File: src/rtl/cart_pkg.sv
package cart_pkg;
  localparam int BANK_SEL_W = 4;
  localparam int SLOT_N     = 4;

  typedef enum logic [1:0] {
    MIR_VERT   = 2'd0,
    MIR_HORZ   = 2'd1,
    MIR_ONE_LO = 2'd2,
    MIR_ONE_HI = 2'd3
  } mir_t;

  localparam logic [3:0] OFS_CTRL = 4'hA;
  localparam logic [3:0] OFS_PRG  = 4'hB;
  localparam logic [1:0] OFS_CHR_TOP = 2'b11;

  localparam logic [15:0] ADDR_STATUS = 16'h4800;
  localparam logic [15:0] ADDR_ZERO_A = 16'h5000;
  localparam logic [15:0] ADDR_ZERO_B = 16'h5800;
  localparam logic [7:0]  STATUS_BASE = 8'h64;
endpackage

File: src/rtl/cart_bank_regs.sv
module cart_bank_regs
  import cart_pkg::*;
(
  input  logic                              clk,
  input  logic                              rst,
  input  logic                              wr_en,
  input  logic [3:0]                        offs,
  input  logic [BANK_SEL_W-1:0]             wdata,
  output logic [BANK_SEL_W-1:0]             prg_bank,
  output logic [SLOT_N-1:0][BANK_SEL_W-1:0] chr_bank,
  output mir_t                              mir,
  output logic                              wram_en
);
  logic [BANK_SEL_W-1:0]             prg_q;
  logic [SLOT_N-1:0][BANK_SEL_W-1:0] chr_q;
  mir_t                              mir_q;
  logic                              wram_en_q;

  always_ff @(posedge clk) begin
    if (rst) begin
      prg_q     <= '0;
      mir_q     <= MIR_VERT;
      wram_en_q <= 1'b0;
    end else if (wr_en) begin
      if (offs == OFS_PRG) prg_q <= wdata;
      if (offs == OFS_CTRL) begin
        mir_q     <= mir_t'(wdata[1:0]);
        wram_en_q <= wdata[3];
      end
    end
  end

  for (genvar s = 0; s < SLOT_N; s++) begin : g_slot
    always_ff @(posedge clk) begin
      if (rst) chr_q[s] <= '0;
      else if (wr_en && offs[3:2] == OFS_CHR_TOP && offs[1:0] == 2'(s))
        chr_q[s] <= wdata;
    end

    a_r4_slot_load: assert property (@(posedge clk) disable iff (rst)
      (wr_en && offs == {OFS_CHR_TOP, 2'(s)}) |=> chr_q[s] == $past(wdata));
  end

  assign prg_bank = prg_q;
  assign chr_bank = chr_q;
  assign mir      = mir_q;
  assign wram_en  = wram_en_q;

  a_r2_prg_load: assert property (@(posedge clk) disable iff (rst)
    (wr_en && offs == OFS_PRG) |=> prg_q == $past(wdata));

  a_r5_ctrl_load: assert property (@(posedge clk) disable iff (rst)
    (wr_en && offs == OFS_CTRL) |=>
      (mir_q == mir_t'($past(wdata[1:0])) && wram_en_q == $past(wdata[3])));

  a_r7_low_ignored: assert property (@(posedge clk) disable iff (rst)
    (wr_en && offs < OFS_CTRL) |=>
      ($stable(prg_q) && $stable(chr_q) && $stable(mir_q) && $stable(wram_en_q)));
endmodule

File: src/rtl/cart_prg_map.sv
module cart_prg_map
  import cart_pkg::*;
#(
  parameter int PRG_CNT_W = 8
) (
  input  logic                  hi_window,
  input  logic [BANK_SEL_W-1:0] prg_bank,
  input  logic [PRG_CNT_W-1:0]  prg_count,
  output logic [PRG_CNT_W-1:0]  prg_page
);
  localparam int PAD_W = PRG_CNT_W - BANK_SEL_W;
  logic [PRG_CNT_W-1:0] sw_page;
  logic [PRG_CNT_W-1:0] last_page;

  if (PAD_W > 0) begin : g_pad
    assign sw_page = {{PAD_W{1'b0}}, prg_bank};
  end else begin : g_trim
    assign sw_page = prg_bank[PRG_CNT_W-1:0];
  end

  assign last_page = prg_count - 1'b1;
  assign prg_page  = hi_window ? last_page : sw_page;
endmodule

File: src/rtl/cart_chr_map.sv
module cart_chr_map
  import cart_pkg::*;
#(
  parameter int CHR_CNT_LOG2 = 3
) (
  input  logic [1:0]                        slot,
  input  logic [SLOT_N-1:0][BANK_SEL_W-1:0] chr_bank,
  output logic [CHR_CNT_LOG2-1:0]           chr_page
);
  logic [BANK_SEL_W-1:0] picked;
  assign picked = chr_bank[slot];

  if (CHR_CNT_LOG2 <= BANK_SEL_W) begin : g_mask
    assign chr_page = picked[CHR_CNT_LOG2-1:0];
  end else begin : g_wide
    assign chr_page = {{(CHR_CNT_LOG2-BANK_SEL_W){1'b0}}, picked};
  end
endmodule

File: src/rtl/cart_rd_mux.sv
module cart_rd_mux
  import cart_pkg::*;
(
  input  logic        clk,
  input  logic        rst,
  input  logic        rd,
  input  logic [15:0] addr,
  input  logic        dip,
  output logic [7:0]  data,
  output logic        valid
);
  always_comb begin
    data  = 8'h00;
    valid = 1'b0;
    if (rd) begin
      unique case (addr)
        ADDR_STATUS: begin
          data  = {dip, STATUS_BASE[6:0]};
          valid = 1'b1;
        end
        ADDR_ZERO_A, ADDR_ZERO_B: valid = 1'b1;
        default: valid = 1'b0;
      endcase
    end
  end

  a_r9_no_drive_idle: assert property (@(posedge clk) disable iff (rst)
    !rd |-> (!valid && data == 8'h00));
endmodule

File: src/rtl/cart_bank_decoder.sv
module cart_bank_decoder
  import cart_pkg::*;
#(
  parameter int PRG_CNT_W    = 8,
  parameter int CHR_CNT_LOG2 = 3
) (
  input  logic                    clk,
  input  logic                    rst,
  input  logic [15:0]             cpu_addr,
  input  logic [7:0]              cpu_wdata,
  input  logic                    cpu_wr,
  input  logic                    cpu_rd,
  input  logic                    dip_sw,
  input  logic [PRG_CNT_W-1:0]    prg_count,
  input  logic [1:0]              ppu_hi,
  output logic [PRG_CNT_W-1:0]    prg_page,
  output logic [CHR_CNT_LOG2-1:0] chr_page,
  output logic [1:0]              mir_mode,
  output logic                    wram_we,
  output logic [7:0]              rd_data,
  output logic                    rd_valid
);
  logic                              reg_wr;
  logic [BANK_SEL_W-1:0]             prg_bank;
  logic [SLOT_N-1:0][BANK_SEL_W-1:0] chr_bank;
  mir_t                              mir;
  logic                              wram_en;
  logic                              unused_hi_data;

  assign unused_hi_data = ^cpu_wdata[7:BANK_SEL_W];
  assign reg_wr = cpu_wr && (cpu_addr[15:14] == 2'b10);

  cart_bank_regs u_regs (
    .clk      (clk),
    .rst      (rst),
    .wr_en    (reg_wr),
    .offs     (cpu_addr[3:0]),
    .wdata    (cpu_wdata[BANK_SEL_W-1:0]),
    .prg_bank (prg_bank),
    .chr_bank (chr_bank),
    .mir      (mir),
    .wram_en  (wram_en)
  );

  cart_prg_map #(.PRG_CNT_W(PRG_CNT_W)) u_prg (
    .hi_window (cpu_addr[14]),
    .prg_bank  (prg_bank),
    .prg_count (prg_count),
    .prg_page  (prg_page)
  );

  cart_chr_map #(.CHR_CNT_LOG2(CHR_CNT_LOG2)) u_chr (
    .slot     (ppu_hi),
    .chr_bank (chr_bank),
    .chr_page (chr_page)
  );

  cart_rd_mux u_rd (
    .clk   (clk),
    .rst   (rst),
    .rd    (cpu_rd),
    .addr  (cpu_addr),
    .dip   (dip_sw),
    .data  (rd_data),
    .valid (rd_valid)
  );

  assign mir_mode = mir;
  assign wram_we  = cpu_wr && (cpu_addr[15:13] == 3'b011) && wram_en;

  a_r6_gate_needs_enable: assert property (@(posedge clk) disable iff (rst)
    wram_we |-> wram_en);

  a_r3_upper_writes_inert: assert property (@(posedge clk) disable iff (rst)
    (cpu_wr && cpu_addr[15:14] == 2'b11) |=> ($stable(prg_bank) && $stable(chr_bank)));
endmodule

File: config.mk
export PLATFORM = sky130hd
export DESIGN_NAME = cart_bank_decoder
export DESIGN_NICKNAME = d
export VERILOG_FILES = /design/src/rtl/cart_pkg.sv /design/src/rtl/cart_bank_regs.sv /design/src/rtl/cart_prg_map.sv /design/src/rtl/cart_chr_map.sv /design/src/rtl/cart_rd_mux.sv /design/src/rtl/cart_bank_decoder.sv
export SDC_FILE = /design/constraint.sdc
export NUM_CORES = 1
export LEC_CHECK = 0
export ABC_CLOCK_PERIOD_IN_PS = 1700
export CAP_MARGIN = 20
export CORE_ASPECT_RATIO = 1.25
export CORE_MARGIN = 2
export CORE_UTILIZATION = 35
export DETAILED_ROUTE_END_ITERATION = 6
export GPL_ROUTABILITY_DRIVEN = 0
export MAX_ROUTING_LAYER = met4
export PLACE_DENSITY = 0.82
export SYNTH_ARGS = -nofsm -noshare
export SYNTH_HDL_FRONTEND = slang
export SYNTH_SLANG_ARGS = --single-unit
File: constraint.sdc
create_clock -name clk -period 1.7 [get_ports clk]
set_input_delay 0.17 -clock clk [delete_from_list [all_inputs] [get_ports clk]]
set_output_delay 0.17 -clock clk [all_outputs]
set_load 0.01 [all_outputs]
==> flow_summary.toml <==
[outcome]
status = "finished, final reports clean"

[synthesis]
synth_ff_type = "dfxtp_1"
synth-simple-area-share_pct = 30.3
ys_ff_latch = 19
synth.area.top_cells = "dfxtp_1 (33%), mux2i_1 (16%), nand2b_1 (13%), mux4_2 (5.8%), buf_4 (3.9%)"
synth_edf_count = 0
synth_top_area_cell = "dfxtp_1"
async_reset_ff_share_pct = 0
synth-seq-area-share_pct = 32.6
synth_compound_area_share_pct = 4.72
synth_area_per_cell_um2 = 9.25
synth_top_area_share_pct = 32.6
ys_top_cells_by_count = "nand2b_1 (24), dfxtp_1 (19), mux2i_1 (19)"
synth_fa_ha_area_share_pct = 1.07
synth_area_mm2 = 0.00117
yosys_warnings = 0
synth.area.mux_share_pct = 22.1
synth.distinct_cells = 30
syn_inst = 126
yosys.area_share.xor_xnor_pct = 2.25
synth_most_common_cell = "nand2b_1"
synth_top_family_by_area = "simple AND/OR/NAND/NOR gates"

[cts]
htreeDepth = 1
path_clk_slew_ps = 70
cts_tree = "built"
clk_latency_ps = 260
clock_sinks = 19
ctsLongestPathBuffers = 2
ctsRootBufferMaster = "clkbuf_8"
cts_made_buffers = 3

[global_routing]
grt_overflow_total = 0
antenna_found_initial = 0
grtUsageTotal_pct = 19.0
grt_pass1_wl_mm = 5.53
grt_max_degree = 14
grt_pass1_vias = 1212

[critical_path]
crit_path_start_kind = "input pin"
reg2reg_to = "u_regs.chr_bank[1]$_SDFFE_PP0P_"
crit_path_end_kind = "primary output"
crit_arrival_ps = 1440
worst_r2r_startpoint = "u_regs.chr_bank[1]$_SDFFE_PP0P_"
worstPathMaxFanout = 4
r2r_slack_ps = 1080
r2r_cells = 2
crit_type = "input pin to primary output"
worstPathRequired_ps = 1530

[pwr]
p_leak_nw = 0.942
power_density_mw_per_mm2 = 523
ir_drop_uv = 367

[worst_hold_path]
hold_depth = 2
worstHoldStart = "u_regs.chr_bank[12]$_SDFFE_PP0P_"
hp-class = "register to register"
whs_endpoint = "u_regs.chr_bank[12]$_SDFFE_PP0P_"

[finish]
drive_gt1_share_pct = 26.8
n_antenna_cell = 0
fin_util_pct = 59.5
multi_input_area_um2 = 797
stdcell_count = 231
fin_nets = 235
fill_cells = 272
area_growth_pct = 63.1
seqCellArea_um2 = 380

[detailed_routing]
wire_per_inst_um = 15.0
dr.pass1.iters = 4
vias = 1215
drtIter0Drc = 67
vias_per_cell = 5.26
ant_nets = 0
post-route-drc-count = 0
drt_wl_total_mm = 3.46

[floorplan]
die_area_mm2 = 0.00381
start_util_pct = 36.5
die_w_um = 55.6
ios = 62
core_area_mm2 = 0.00319
fp-row-count = 23
die_h_um = 68.5

[sta]
fmax_mhz = 621
layout_worst_path_cycle_share_pct = 94.7
setup_viol = 0
holdWs_ps = 476
layout_min_cycle_time_ps = 1610
fin_worst_skew_ps = 0
hold_viol = 0
final_max_slew_viol_count = 0

[placed_design]
portBuffers = 53
dpl.hpwl_mm = 2.71
dpl.cell_count = 226

[job]
drv_cap = 0
[power by group]
part           switching, mW  total [mW]  internal, mW  leakage [nW]
clock network          0.150       0.317         0.167        0.0228
logic                 0.0982       0.229         0.131         0.766
registers           0.000928       0.448         0.447         0.153
[worst max-delay path, stage by stage]
cell	delay (ps)
clkbuf_2	90
or3_4	410
or4_1	480
a21oi_1	140
buf_2	140
[how the worst max path moves through the flow]
| stage | startpoint | endpoint | cells after the start |
|---|---|---|---|
| 2_1_floorplan | cpu_addr[14] | rd_data[5] | 5 |
| 3_3_place_gp | prg_count[5] | prg_page[7] | 5 |
| 3_5_place_dp | prg_count[5] | prg_page[7] | 5 |
| 4_1_cts | ppu_hi[1] | chr_page[2] | 3 |
| 5_1_grt | cpu_addr[13] | rd_data[6] | 5 |
| 6_report | prg_count[2] | prg_page[7] | 5 |
[stage by stage]
stage                     TNS (ps)  area [um^2]  setup slack, ps  total power [mW]
after floorplan                  0         1180              146             0.537
after global placement       -5910         1820             -592             0.680
after detailed placement     -6580         1820             -622             0.688
after CTS                        0         1860             9.09             0.992
after global routing         -92.7         1900            -33.0              1.03
final                            0         1900             89.8             0.994
[sequential cells by signal (all words and copies together), names as in the netlist]
signal,flops
u_regs.prg_bank,4
u_regs.chr_bank,12
u_regs.mir,2
u_regs.wram_en,1
[area by class of cell]
| type | instances | area share (%) |
|---|---|---|
| multi-input cells | 96 | 41.9 |
| inverters | 3 | 0.592 |
| clock buffers | 4 | 2.37 |
| flip-flops and latches | 19 | 20.0 |
| repair buffers | 72 | 32.7 |
| well taps | 37 | 2.43 |
[placed cells by master (no fill, tap or decap), types with 4 or more instances in the layout]
cell and count:
a21oi_1 5, buf_2 7, buf_4 17, clkbuf_2 6, clkdlybuf4s50_1 18, conb_1 4
dfxtp_1 19, dlygate4sd2_1 12, dlymetal6s2s_1 8, mux2i_1 19, nand2b_1 24, nor2_1 8
[cells by family (layout without fill, tap and decap cells)]
group           after synthesis  count (layout)
simple gates                 56              56
mux                          22              22
flops                        19              19
buf+inv                      14              79
compound gates               10              10
xor+xnor                      3               3
fa+ha+maj                     1               1
other cells                   1               4
[repair_timing]
action,in CTS,in global routing
endpoints found under the setup margin,17,8
setup buffers,0,2
pin swaps,9,10
hold buffers,0,0
gates resized for setup,64,23
[layer usage]
| metal | vias up | wire [um] | track usage (%) |
|---|---|---|---|
| met4 | 0 | 60 | 8.23 |
| met1 | 594 | 1390 | 19.4 |
| met5 | - | 0 | - |
| met3 | 7 | 163 | 2.80 |
| met2 | 44 | 1840 | 36.8 |
| li1 | 570 | - | - |
Power figures use the tool's default switching activity.
